## config.mk

```make
export PLATFORM = sky130hd
export DESIGN_NAME = phyxs_regbank
export DESIGN_NICKNAME = d
export VERILOG_FILES = /design/src/rtl/phyxs_pkg.sv /design/src/rtl/phyxs_decode.sv /design/src/rtl/phyxs_flag_latch.sv /design/src/rtl/phyxs_regbank.sv
export SDC_FILE = /design/constraint.sdc
export NUM_CORES = 1
export LEC_CHECK = 0
export BUFFER_PORTS_ARGS = -buffer_cell sky130_fd_sc_hd__buf_2
export CAP_MARGIN = 10
export CORE_ASPECT_RATIO = 1.75
export CORE_UTILIZATION = 50
export DETAILED_ROUTE_END_ITERATION = 16
export HOLD_SLACK_MARGIN = 0.1
export PLACE_DENSITY = 0.92
export SYNTH_ARGS = -nofsm -noshare
export SYNTH_HDL_FRONTEND = slang
export SYNTH_HIERARCHICAL = 1
export SYNTH_SLANG_ARGS = --single-unit
```

## constraint.sdc

```tcl
create_clock -name clk -period 1.5 [get_ports clk]
set_input_delay 0.15 -clock clk [delete_from_list [all_inputs] [get_ports clk]]
set_output_delay 0.15 -clock clk [all_outputs]
set_load 0.05 [all_outputs]
```

## src/rtl/phyxs_pkg.sv

```systemverilog
package phyxs_pkg;
    localparam logic [4:0]  DEV_XS       = 5'd4;
    localparam logic [4:0]  DEV_PMA      = 5'd1;
    localparam logic [15:0] ADR_PREEMPH  = 16'hC005;
    localparam logic [15:0] ADR_EQ       = 16'hC006;
    localparam logic [15:0] ADR_RXSTAT   = 16'hC007;
    localparam logic [15:0] ADR_ALARM    = 16'h9004;

    typedef struct packed {
        logic pe_wr;
        logic eq_wr;
        logic pe_rd;
        logic eq_rd;
        logic stat_rd;
        logic alarm_rd;
        logic any_rd;
    } hit_t;
endpackage

```

## src/rtl/phyxs_decode.sv

```systemverilog
module phyxs_decode
    import phyxs_pkg::*;
(
    input  logic        valid,
    input  logic        write,
    input  logic [4:0]  dev,
    input  logic [15:0] addr,
    output hit_t        hit
);
    logic xs_dev;
    logic rd;
    logic wr;

    always_comb begin
        xs_dev       = (dev == DEV_XS);
        rd           = valid && !write;
        wr           = valid && write;
        hit          = '0;
        hit.pe_wr    = wr && xs_dev && (addr == ADR_PREEMPH);
        hit.eq_wr    = wr && xs_dev && (addr == ADR_EQ);
        hit.pe_rd    = rd && xs_dev && (addr == ADR_PREEMPH);
        hit.eq_rd    = rd && xs_dev && (addr == ADR_EQ);
        hit.stat_rd  = rd && xs_dev && (addr == ADR_RXSTAT);
        hit.alarm_rd = rd && (dev == DEV_PMA) && (addr == ADR_ALARM);
        hit.any_rd   = rd;
    end
endmodule

```

## src/rtl/phyxs_flag_latch.sv

```systemverilog
module phyxs_flag_latch #(
    parameter int W = 8
) (
    input  logic         clk,
    input  logic         rst_n,
    input  logic [W-1:0] set_i,
    input  logic         clr_i,
    output logic [W-1:0] flags_o
);
    logic [W-1:0] flags_d, flags_q;

    always_comb begin
        // a clear removes old state, but events of this cycle still land
        if (clr_i) flags_d = set_i;
        else       flags_d = flags_q | set_i;
    end

    always_ff @(posedge clk or negedge rst_n) begin
        if (!rst_n) flags_q <= '0;
        else        flags_q <= flags_d;
    end

    assign flags_o = flags_q;
endmodule

```

## src/rtl/phyxs_regbank.sv

```systemverilog
module phyxs_regbank
    import phyxs_pkg::*;
#(
    parameter int LANES  = 4,
    parameter int PE_W   = 3,
    parameter int EQ_W   = 4,
    parameter int DATA_W = 16
) (
    input  logic                    clk,
    input  logic                    rst_n,
    input  logic                    req_valid,
    input  logic                    req_write,
    input  logic [4:0]              req_dev,
    input  logic [15:0]             req_addr,
    input  logic [DATA_W-1:0]       req_wdata,
    input  logic                    acfg_load,
    input  logic [LANES*PE_W-1:0]   acfg_preemph,
    input  logic [EQ_W-1:0]         acfg_eq,
    input  logic [LANES-1:0]        efifo_evt,
    input  logic [LANES-1:0]        bist_evt,
    output logic [DATA_W-1:0]       rd_data
);
    localparam int PE_BITS   = LANES * PE_W;
    localparam int STAT_BITS = 2 * LANES;

    typedef struct packed {
        logic [PE_BITS-1:0] pe;
        logic [EQ_W-1:0]    eq;
        logic [DATA_W-1:0]  rdata;
    } state_t;

    state_t st_d, st_q;
    hit_t   hit;

    logic [PE_BITS-1:0]   pe_bus;
    logic [EQ_W-1:0]      eq_bus;
    logic [STAT_BITS-1:0] stat_bus;
    logic [DATA_W-1:0]    stat_word;
    logic [DATA_W-1:0]    pe_word;
    logic [DATA_W-1:0]    eq_word;

    phyxs_decode u_dec (
        .valid (req_valid),
        .write (req_write),
        .dev   (req_dev),
        .addr  (req_addr),
        .hit   (hit)
    );

    // upper half: FIFO errors, lower half: BIST errors
    phyxs_flag_latch #(.W(STAT_BITS)) u_flags (
        .clk     (clk),
        .rst_n   (rst_n),
        .set_i   ({efifo_evt, bist_evt}),
        .clr_i   (hit.stat_rd || hit.alarm_rd),
        .flags_o (stat_bus)
    );

    assign pe_bus    = st_q.pe;
    assign eq_bus    = st_q.eq;
    assign pe_word   = {{(DATA_W-PE_BITS){1'b0}}, st_q.pe};
    assign eq_word   = {{(DATA_W-EQ_W){1'b0}}, st_q.eq};
    assign stat_word = {{(DATA_W-STAT_BITS){1'b0}}, stat_bus};

    always_comb begin
        st_d = st_q;
        if (hit.pe_wr) st_d.pe = req_wdata[PE_BITS-1:0];
        if (hit.eq_wr) st_d.eq = req_wdata[EQ_W-1:0];
        if (acfg_load) begin
            st_d.pe = acfg_preemph;
            st_d.eq = acfg_eq;
        end
        if (hit.any_rd) begin
            if (hit.pe_rd)        st_d.rdata = pe_word;
            else if (hit.eq_rd)   st_d.rdata = eq_word;
            else if (hit.stat_rd) st_d.rdata = stat_word;
            else                  st_d.rdata = '0;
        end
    end

    always_ff @(posedge clk or negedge rst_n) begin
        if (!rst_n) st_q <= '0;
        else        st_q <= st_d;
    end

    assign rd_data = st_q.rdata;
endmodule

```

==> reports/qor.csv <==
stage;metric;value;unit
run_status;outcome;complete, no violations;
floorplanning;die area;0.00392;mm^2
logic_synthesis;Post-Synthesis Cells;179;
clock_network;clk_lat worst skew;280;ps
timing;Final Cycle Share;95.2;%
critical_path;critical path startpoint category;input pin;
finish;Fill cells;249;
power;peak supply drop;0.00110;V
global_routing;number of global-route vias before repair;1755;
place;placed cell count;295;
logic_synthesis;ys flop type;dfrtp_1;
logic_synthesis;Seq/Total Area, Yosys;49.1;%
power;Net Sw Frac;27.7;%
global_routing;initial antenna violation count;0;
worst_hold_path;worst hold path endpoint;eq_bus[2]$_DFFE_PN0P_;
critical_path;dominant delay contributor by cell family on the critical path;simple AND/OR/NAND/NOR gates;
clock_network;Num CTS Buffers;5;
logic_synthesis;top cell type's share of synthesized area;49.1;%
place;DP Wirelength;3400;um
critical_path;Critical Path End Type;flop;
detailed_routing;met2 wire length;2830;um
timing;Clock Skews;3.70;ps
finish;fin nets;347;
critical_path;r2r startpoint;pe_bus[0]$_DFFE_PN0P_;
detailed_routing;Avg Vias per Cell;5.46;
detailed_routing;Iter 0 DRT Violations;40;
logic_synthesis;flops & latches, synth;36;
place;GP Congestion;0.797;
power;Gate power share;19.8;%
clock_network;Clock transition at path regs;70;ps
worst_hold_path;hold_sp;acfg_eq[2];
clock_network;H-tree depth;2;
power;leakage power;1.17;nW
place;Post-DP Area;0.00229;mm^2
clock_network;clock root cell;clkbuf_8;
critical_path;WP buf/inv;4;
detailed_routing;DR WL met3;276;um
finish;final core utilization;77.4;%
worst_hold_path;HP Class;input pin to flop;
critical_path;top fanout value on the critical path;15;
critical_path;RR Endpoint;rd_data[0]$_DFFE_PN0P_;
power;Internal;1.62;mW
timing;TNS Setup;0;ps
detailed_routing;total number of vias;1779;
timing;Final WS setup;71.6;ps
detailed_routing;highest metal used;met4;
floorplanning;Core Box Area;0.00343;mm^2
detailed_routing;metal1 wirelength;1810;um
detailed_routing;routed length per instance;15.9;um
detailed_routing;drt drc;0;
logic_synthesis;Synth area leader;dfrtp_1;
global_routing;total global routing overflow;0;
critical_path;worst path cell trace;buf_2 > nor4b_4 > nand4_2 > buf_4 > nor3_2 > buf_6 > buf_4 > nand3_1 > o21ai_0;
critical_path;CP arrival;1640;ps
critical_path;worst path required time;1710;ps
timing;FMAX;700;MHz
global_routing;first-pass GRT wire length;7660;um
logic_synthesis;Synth Area per Inst;10.2;um^2
logic_synthesis;Post-synth EDFFs;0;
clock_network;Clock Sinks;36;
detailed_routing;Detailed Route WL;5190;um
power;part of the power in registers;47.9;%
place;worst slack, placed;-239;ps
place;IO Port Bufs;73;
finish;antenna cell count;0;
floorplanning;Ports;82;
logic_synthesis;async set or reset register ratio after synthesis;100;%
detailed_routing;antenna viol nets, final;0;
power;PwrDens;843;mW/mm^2
finish;Finished Layout Cells;326;
timing;unrepaired setup endpoints after global routing;yes;
critical_path;most frequent CP cell;buf_4;
timing;Slew Viols, Final;0;
critical_path;Reg2Reg Depth;3;
critical_path;Worst Setup Path Type;input pin to flop;
timing;final count of negative-setup-slack endpoints;0;
logic_synthesis;Yosys cell types;32;
finish;proportion of layout cells with a drive suffix above 1;37.4;%
logic_synthesis;leading post-synthesis cells by instance count;dfrtp_1 (36), nand2_1 (22), mux2i_1 (16);
finish;Layout area overhead;44.9;%
detailed_routing;DR pass1 iterations;4;
timing;Fin Hold WS;109;ps
power;clock power share;32.3;%
global_routing;pin count of the biggest net entering global routing;33;
clock_network;Max Root-Sink Buffers;2;
power;Psw;0.621;mW
floorplanning;Die Y-Extent;82.1;um
finish;design area;0.00266;mm^2
logic_synthesis;Mapped Area;0.00183;mm^2
finish;footprint of the multi-input gates;872;um^2
job;max capacitance violation total;0;
timing;Tmin final;1430;ps
floorplanning;Die Width;47.8;um
power;Design Power;2.24;mW
timing;Hold Vio Cnt, Final;0;
critical_path;Crit-path slowest cell;nor4b_4;
logic_synthesis;Ys Warns;6;
worst_hold_path;hold path cells;3;
critical_path;reg-to-reg slack, setup;650;ps
floorplanning;Rows;28;
global_routing;Total GRT Usage;28.3;%
logic_synthesis;most frequent cell after synthesis;dfrtp_1;
logic_synthesis;Synth area leaders;dfrtp_1 (49%), mux2i_1 (8.7%), nand2_1 (4.5%), nand3b_1 (4.1%), o21ai_0 (3.8%);
finish;Register Area;901;um^2
floorplanning;Initial Util;53.4;%
critical_path;Crit. path cell count;9;
critical_path;crit-path max cell delay;310;ps
clock_network;CTS tree;yes;
-- repair_timing --
| action | in CTS | in global routing |
|---|---|---|
| endpoints found under the setup margin | 0 | 17 |
| hold endpoints to repair | 39 | 0 |
| buffers inserted | 0 | 0 |
| resized for setup | 0 | 6 |
| hold buffers | 24 | 0 |
-- worst min-delay path: cells and delay by family --
| family | cells | cell delay [ps] |
|---|---|---|
| buf+inv | 1 | 80 |
| simple gates | 1 | 50 |
| compound gates | 1 | 70 |
-- area by class of cell --
cell class / count / area share (%)
flip-flops and latches: 36 / 33.9
inverters: 6 / 0.847
repair buffers: 107 / 26.7
clock buffers: 7 / 3.63
multi-input cells: 125 / 32.8
well taps: 45 / 2.12
-- registers in the layout, summed over array words and instances, names as in the netlist --
signal / flops
rd_data: 12
pe_bus: 12
eq_bus: 4
u_flags/flags_o: 8
-- power by group through the flow --
stage               Combinational (mW)  Clock [mW]  Sequential (mW)
CTS                              0.433       0.734             1.07
global route                     0.479       0.778             1.08
detailed placement               0.384           0             1.09
finish                           0.444       0.724             1.07
floorplan                        0.140           0             1.17
global placement                 0.373           0             1.08
-- cell families after synthesis --
group	synth area share [%]
flip-flops	49.1
AND/OR/NAND/NOR	20.9
multiplexers	8.73
AO/OA/AOI/OAI	14.1
other	0.204
buffers and inverters	6.89
-- cell usage in the layout (no fill, tap or decap), types with 2 or more instances in the layout --
| cell | netlist | routed |
|---|---|---|
| a21o_1 | 8 | 8 |
| a21oi_1 | 4 | 4 |
| a22oi_1 | 4 | 4 |
| a31oi_1 | 4 | 4 |
| buf_12 | 0 | 2 |
| buf_2 | 4 | 73 |
| buf_4 | 7 | 7 |
| clkbuf_8 | 0 | 7 |
| conb_1 | 1 | 4 |
| dfrtp_1 | 36 | 36 |
| dlygate4sd3_1 | 0 | 24 |
| inv_1 | 5 | 5 |
| mux2i_1 | 16 | 16 |
| nand2_1 | 22 | 22 |
| nand3_1 | 6 | 5 |
| nand3b_1 | 10 | 10 |
| nor2_1 | 6 | 6 |
| nor2b_1 | 3 | 3 |
| nor3_2 | 1 | 2 |
| nor4_2 | 0 | 2 |
| nor4_4 | 1 | 2 |
| nor4b_4 | 2 | 2 |
| o21ai_0 | 14 | 14 |
| o21ai_1 | 9 | 9 |
-- layer usage --
metal  global-route usage [%]  up-vias
met3                     5.65       21
met2                     47.7       95
met1                     30.3      835
li1                         -      828
met4                     18.1        0
met5                        0        -
-- worst max path at each step --
stage,to,slack (ps),start
after floorplan,rd_data[2]$_DFFE_PN0P_,3,req_dev[3]
after global placement,rd_data[6]$_DFFE_PN0P_,-170,req_dev[3]
after detailed placement,rd_data[3]$_DFFE_PN0P_,-240,req_dev[3]
after CTS,rd_data[3]$_DFFE_PN0P_,50,req_dev[3]
after global routing,rd_data[6]$_DFFE_PN0P_,-60,req_dev[3]
final,rd_data[8]$_DFFE_PN0P_,70,req_dev[3]
No activity file was read; power rests on OpenSTA's default activity.
